**config.mk**
```make
export PLATFORM = sky130hd
export DESIGN_NAME = rc6_enc_core
export DESIGN_NICKNAME = d
export VERILOG_FILES = /design/src/rtl/rc6_pkg.sv /design/src/rtl/rc6_quad_mix.sv /design/src/rtl/rc6_xor_rot_add.sv /design/src/rtl/rc6_enc_core.sv
export SDC_FILE = /design/constraint.sdc
export NUM_CORES = 2
export LEC_CHECK = 0
export ABC_AREA = 0
export ABC_CLOCK_PERIOD_IN_PS = 8450
export BUFFER_PORTS_ARGS = -buffer_cell sky130_fd_sc_hd__buf_2
export CORE_UTILIZATION = 39
export CTS_CLUSTER_SIZE = 16
export DETAILED_ROUTE_END_ITERATION = 7
export HOLD_SLACK_MARGIN = 0.12
export PLACE_DENSITY_LB_ADDON = 0.2
export SLEW_MARGIN = 20
export SYNTH_ARGS = -nofsm -noshare
export SYNTH_HDL_FRONTEND = slang
export SYNTH_HIERARCHICAL = 1
export SYNTH_SLANG_ARGS = --single-unit
```
**constraint.sdc**
```tcl
create_clock -name clk -period 8.45 [get_ports clk]
set_clock_uncertainty 0.1 [all_clocks]
set_input_delay 0.845 -clock clk [delete_from_list [all_inputs] [get_ports clk]]
set_output_delay 0.845 -clock clk [all_outputs]
set_load 0.01 [all_outputs]
```
**src/rtl/rc6_pkg.sv**
```systemverilog
package rc6_pkg;

    // Sequencer phases of the round engine
    typedef enum logic [1:0] {
        ST_IDLE = 2'd0,  // waiting for start; key index parked at 0
        ST_MIX  = 2'd1,  // first half of a round: quadratic terms
        ST_ROT  = 2'd2,  // second half: rotate, add key, shift words
        ST_FIN  = 2'd3   // output whitening
    } rc6_state_e;

endpackage

```
**src/rtl/rc6_quad_mix.sv**
```systemverilog
// y = rotl(x * (2x + 1) mod 2^W, log2(W))
module rc6_quad_mix #(
    parameter int WORD_W = 32,
    parameter int LG_W   = 5
) (
    input  logic [WORD_W-1:0] x_i,
    output logic [WORD_W-1:0] y_o
);
    logic [WORD_W-1:0] odd_w;
    logic [WORD_W-1:0] prod_w;

    always_comb begin
        odd_w  = {x_i[WORD_W-2:0], 1'b1};
        prod_w = x_i * odd_w;
        y_o    = {prod_w[WORD_W-LG_W-1:0], prod_w[WORD_W-1:WORD_W-LG_W]};
    end
endmodule

```
**src/rtl/rc6_xor_rot_add.sv**
```systemverilog
// y = rotl(a xor m, sh) + k, all modulo 2^W
module rc6_xor_rot_add #(
    parameter int WORD_W = 32,
    parameter int LG_W   = 5
) (
    input  logic [WORD_W-1:0] a_i,
    input  logic [WORD_W-1:0] m_i,
    input  logic [LG_W-1:0]   sh_i,
    input  logic [WORD_W-1:0] k_i,
    output logic [WORD_W-1:0] y_o
);
    logic [WORD_W-1:0]   mixed_w;
    logic [2*WORD_W-1:0] dbl_w;

    always_comb begin
        mixed_w = a_i ^ m_i;
        dbl_w   = {mixed_w, mixed_w} << sh_i;
        y_o     = dbl_w[2*WORD_W-1:WORD_W] + k_i;
    end
endmodule

```
**src/rtl/rc6_enc_core.sv**
```systemverilog
module rc6_enc_core #(
    parameter int WORD_W = 32,
    parameter int ROUNDS = 20,
    localparam int LG_W   = $clog2(WORD_W),
    localparam int BLK_W  = 4 * WORD_W,
    localparam int NPAIR  = ROUNDS + 2,
    localparam int IDX_W  = $clog2(NPAIR)
) (
    input  logic                clk,
    input  logic                rst_n,
    input  logic                start,
    input  logic [BLK_W-1:0]    block_in,
    output logic [IDX_W-1:0]    key_idx,
    input  logic [2*WORD_W-1:0] key_pair,
    output logic [BLK_W-1:0]    result,
    output logic                done
);
    import rc6_pkg::*;

    localparam int RND_W = $clog2(ROUNDS + 1);
    localparam int LAT_W = $clog2(2 * ROUNDS + 2) + 1;

    typedef struct packed {
        rc6_state_e        state;
        logic [RND_W-1:0]  round;
        logic [WORD_W-1:0] a;
        logic [WORD_W-1:0] b;
        logic [WORD_W-1:0] c;
        logic [WORD_W-1:0] d;
        logic [WORD_W-1:0] t;
        logic [WORD_W-1:0] u;
        logic              done;
    } core_s;

    core_s core_d, core_q;

    logic [WORD_W-1:0] k_lo, k_hi;
    assign k_lo = key_pair[WORD_W-1:0];
    assign k_hi = key_pair[2*WORD_W-1:WORD_W];

    // Two quadratic mixers: lane 0 on B, lane 1 on D
    logic [WORD_W-1:0] mix_src [2];
    logic [WORD_W-1:0] mix_res [2];
    assign mix_src[0] = core_q.b;
    assign mix_src[1] = core_q.d;

    // Two xor-rotate-add lanes: lane 0 updates A, lane 1 updates C
    logic [WORD_W-1:0] upd_a   [2];
    logic [WORD_W-1:0] upd_m   [2];
    logic [LG_W-1:0]   upd_sh  [2];
    logic [WORD_W-1:0] upd_k   [2];
    logic [WORD_W-1:0] upd_res [2];
    assign upd_a[0]  = core_q.a;
    assign upd_m[0]  = core_q.t;
    assign upd_sh[0] = core_q.u[LG_W-1:0];
    assign upd_k[0]  = k_lo;
    assign upd_a[1]  = core_q.c;
    assign upd_m[1]  = core_q.u;
    assign upd_sh[1] = core_q.t[LG_W-1:0];
    assign upd_k[1]  = k_hi;

    for (genvar g = 0; g < 2; g++) begin : g_lane
        rc6_quad_mix #(.WORD_W(WORD_W), .LG_W(LG_W)) u_mix (
            .x_i (mix_src[g]),
            .y_o (mix_res[g])
        );
        rc6_xor_rot_add #(.WORD_W(WORD_W), .LG_W(LG_W)) u_upd (
            .a_i  (upd_a[g]),
            .m_i  (upd_m[g]),
            .sh_i (upd_sh[g]),
            .k_i  (upd_k[g]),
            .y_o  (upd_res[g])
        );
    end

    always_comb begin
        core_d      = core_q;
        core_d.done = 1'b0;
        case (core_q.state)
            ST_IDLE: begin
                if (start) begin
                    core_d.a     = block_in[WORD_W-1:0];
                    core_d.b     = block_in[2*WORD_W-1:WORD_W] + k_lo;
                    core_d.c     = block_in[3*WORD_W-1:2*WORD_W];
                    core_d.d     = block_in[4*WORD_W-1:3*WORD_W] + k_hi;
                    core_d.round = RND_W'(1);
                    core_d.state = ST_MIX;
                end
            end
            ST_MIX: begin
                core_d.t     = mix_res[0];
                core_d.u     = mix_res[1];
                core_d.state = ST_ROT;
            end
            ST_ROT: begin
                core_d.a = core_q.b;
                core_d.b = upd_res[1];
                core_d.c = core_q.d;
                core_d.d = upd_res[0];
                if (core_q.round == RND_W'(ROUNDS)) begin
                    core_d.state = ST_FIN;
                end else begin
                    core_d.round = core_q.round + RND_W'(1);
                    core_d.state = ST_MIX;
                end
            end
            default: begin
                core_d.a     = core_q.a + k_lo;
                core_d.c     = core_q.c + k_hi;
                core_d.done  = 1'b1;
                core_d.state = ST_IDLE;
            end
        endcase
    end

    always_ff @(posedge clk or negedge rst_n) begin
        if (!rst_n) core_q <= '0;
        else        core_q <= core_d;
    end

    always_comb begin
        case (core_q.state)
            ST_IDLE: key_idx = '0;
            ST_FIN:  key_idx = IDX_W'(NPAIR - 1);
            default: key_idx = IDX_W'(core_q.round);
        endcase
    end

    assign result = {core_q.d, core_q.c, core_q.b, core_q.a};
    assign done   = core_q.done;

    // Cycle counter used only by the latency check below
    logic [LAT_W-1:0] lat_d, lat_q;
    always_comb begin
        lat_d = lat_q;
        if (core_q.state == ST_IDLE) begin
            if (start) lat_d = '0;
        end else begin
            lat_d = lat_q + LAT_W'(1);
        end
    end
    always_ff @(posedge clk or negedge rst_n) begin
        if (!rst_n) lat_q <= '0;
        else        lat_q <= lat_d;
    end

    a_r8_done_latency: assert property (@(posedge clk) disable iff (!rst_n)
        done |-> lat_q == LAT_W'(2 * ROUNDS + 1));

    a_r8_done_single: assert property (@(posedge clk) disable iff (!rst_n)
        done |=> !done);

    a_r4_prewhite_d: assert property (@(posedge clk) disable iff (!rst_n)
        (core_q.state == ST_IDLE && start) |=>
        result[4*WORD_W-1:3*WORD_W] ==
            $past(block_in[4*WORD_W-1:3*WORD_W]) + $past(key_pair[2*WORD_W-1:WORD_W]));

    a_r2_load_a: assert property (@(posedge clk) disable iff (!rst_n)
        (core_q.state == ST_IDLE && start) |=>
        result[WORD_W-1:0] == $past(block_in[WORD_W-1:0]));

    a_r5_mix_to_rot: assert property (@(posedge clk) disable iff (!rst_n)
        core_q.state == ST_MIX |=> core_q.state == ST_ROT && $stable(key_idx));

    a_r9_busy_stays_busy: assert property (@(posedge clk) disable iff (!rst_n)
        (core_q.state == ST_MIX || core_q.state == ST_ROT) |=> core_q.state != ST_IDLE);

    a_r10_idle_hold: assert property (@(posedge clk) disable iff (!rst_n)
        (core_q.state == ST_IDLE && !start) |=> $stable(result));

    a_r7_post_keeps_b: assert property (@(posedge clk) disable iff (!rst_n)
        core_q.state == ST_FIN |=> $stable(result[2*WORD_W-1:WORD_W]) && done);

    a_r11_fin_index: assert property (@(posedge clk) disable iff (!rst_n)
        core_q.state == ST_FIN |-> key_idx == IDX_W'(NPAIR - 1));
endmodule

```
==> flow_summary.toml <==
[clock_tree]
numCtsBuffers = 17
postCtsSetupBuffers = 0
ctsHoldBuffers = 0
clock_latency_ns = 0.52
clk_pin_slew_ns = 0.09
clock_sinks = 200
htreeDepth = 4
clock_path_buffers = 2
cts_tree = "done"
cts-resized-gates = 0
root_buffer = "clkbuf_16"

[worst_setup_path]
path_class = "reg2reg"
worstPathMaxFanout = 16
critPathArrivalTime_ns = 8.02
crit_path_top_delay_cell = "dfrtp_1"
worst-path-buf-inv = 5
cp.depth = 23
cp-start-kind = "flop"
cp_data_required_time_ns = 8.75
worstPathCellList = "nand2_1 > fa_1 > inv_1 > fa_1 > fa_1 > inv_1 > fa_1 > inv_1 > fa_1 > inv_1 > fa_1 > inv_1 > fa_1 > fa_1 > ha_1 > a21oi_1 > o221ai_1 > a21o_1 > a21oi_1 > and2_1 > o21ai_0 > a221o_1 > mux2_2"
crit_top_cell = "fa_1"
reg2reg_depth = 23
path_delay_family = "adder cells"
end_kind = "flop"
cp_slowest_stage_delay_ns = 0.95

[synth]
synth.avg_cell_area_um2 = 9.35
synthTopCellsByCount = "inv_1, fa_1, ha_1"
synth_fp_nets = 6747
synth-main-ff-cell = "dfrtp_1"
synth_top_area_cell = "fa_1"
ys_seq_area_share_pct = 10.0
synth_area_leaders = "fa_1, ha_1, dfrtp_1"
synth.most_common_cell = "inv_1"
netlist_area_um2 = 50000
ys_types = 106
synth_edf_count = 0
netlist.area_leader.share_pct = 29.5
postSynth.asyncResetShare_pct = 100
synthCells = 5354
ys_seq_elements = 200
ys.warnings.count = 6

[sta]
finalCritPeriodShare_pct = 91.3
setup_ws_ns = 0.733
worst_pin_slew_ns = 1.04
slew_headroom_pct = 30.6
fmax_mhz = 130
slew_violations = 0
setup_violations = 0
fin_setup_tns_ns = 0
final-hold-violation-count = 0
rsz0062_at_grt = "false"
period_minus_slack_ns = 7.72

[drt]
drt_wl_total_mm = 182
avgViaCountPerCell = 5.57
drt-initial-drc-count = 3444
wl_per_cell_um = 25.4
drc = 17
first_pass_iters = 8
vias = 39920
final_antenna_net_count = 0

[global_route]
grt_max_degree = 110
grt_pass1_vias = 40827
grt_usage_pct = 28.2
grt_antenna_before_repair = 14
grt_pass1_wl_mm = 270
gr-total-overflow = 0

[floorplanning]
core_um2 = 127000
initial_core_util_pct = 39.3
row_count = 131
die_h_um = 360
die_x_um = 360
ios = 329
die-area_um2 = 130000

[cells_and_area]
syn_to_final_growth_pct = 6.72
drive_gt1_share_pct = 12.9
nets = 6877
final_area_um2 = 53400

[run_status]
violations = "DRC"
status = "finished, violations left"

[place]
place_ws_ns = 0.777
portBuffers = 328
dpl_cell_area_um2 = 52800
place_hpwl_mm = 153
gp_congestion = 0.970

[flow_run]
drv_cap = 0

[min_path]
worstHoldPathType = "in2async"
[cell usage in the layout (no fill, tap or decap), types with 15 or more instances in the layout]
| cell | instances |
|---|---|
| a211oi_1 | 40 |
| a21o_1 | 110 |
| a21oi_1 | 282 |
| a221oi_1 | 52 |
| a31oi_1 | 40 |
| and2_1 | 227 |
| and3_1 | 25 |
| buf_2 | 327 |
| buf_4 | 103 |
| clkbuf_16 | 17 |
| dfrtp_1 | 196 |
| fa_1 | 738 |
| ha_1 | 457 |
| inv_1 | 899 |
| mux2_2 | 68 |
| mux2i_1 | 89 |
| mux4_2 | 104 |
| nand2_1 | 398 |
| nand2b_1 | 15 |
| nand3_1 | 53 |
| nand4_1 | 20 |
| nor2_1 | 280 |
| nor2b_1 | 33 |
| nor3_1 | 43 |
| o21a_1 | 53 |
| o21ai_0 | 151 |
| o21bai_1 | 35 |
| xnor2_1 | 252 |
| xor2_1 | 87 |
[state kept, by name, summed over array words and instances (netlist names)]
| register | flops |
|---|---|
| core_q | 71 |
| done | 1 |
| result | 128 |
[per-stage QoR]
step | hold WS (ns) | std cells | utilization (%)
2_1_floorplan | 0.374 | 5354 | -
3_3_place_gp | 0.403 | 7127 | 41.5
3_5_place_dp | 0.414 | 7127 | 41.5
4_1_cts | 0.228 | 7159 | 41.9
5_1_grt | 0.255 | 7160 | 41.9
6_report | 0.189 | 7166 | 41.9
[layout make-up]
class                      instances  area [µm²]
sequential                       200        5010
timing repair buffer             433        2460
multi-input combinational       3929       39900
antenna                            7        17.5
clock inverter                    14         126
inverter                         903        3390
tap                             1662        2080
clock buffer                      18         429
fill                           12602       73900
[worst paths after layout]
| kind | start | endpoint | slack (ns) |
|---|---|---|---|
| max in group asynchronous | rst_n | core_q[2] | 6.84 |
| min in group clk | core_q[35] | core_q[35] | 0.43 |
| setup reg to reg | result[37] | core_q[36] | 0.73 |
| hold / removal | rst_n | core_q[6] | 0.19 |
| setup / recovery | result[37] | core_q[36] | 0.73 |
| hold reg to reg | core_q[35] | core_q[35] | 0.43 |
[logic make-up after synthesis]
kind of cell	synth area share, %
multiplexers	8.72
XOR/XNOR	6.00
flip-flops	10.0
AND/OR/NAND/NOR	11.3
AO/OA/AOI/OAI	12.6
buffers and inverters	10.4
adder cells (fa/ha/maj)	41.0
[metal layers]
metal	vias up	part of all wire, %	GRT usage (%)
met4	4	2.9	7.85
li1	17870	-	-
met2	1464	46	45.7
met1	20361	43	39.0
met5	-	0.013	0
met3	221	7.4	4.48
Power is left out: the tool's default activity adds up to more than one toggle a clock period on the data nets, which glitch-free logic cannot reach.
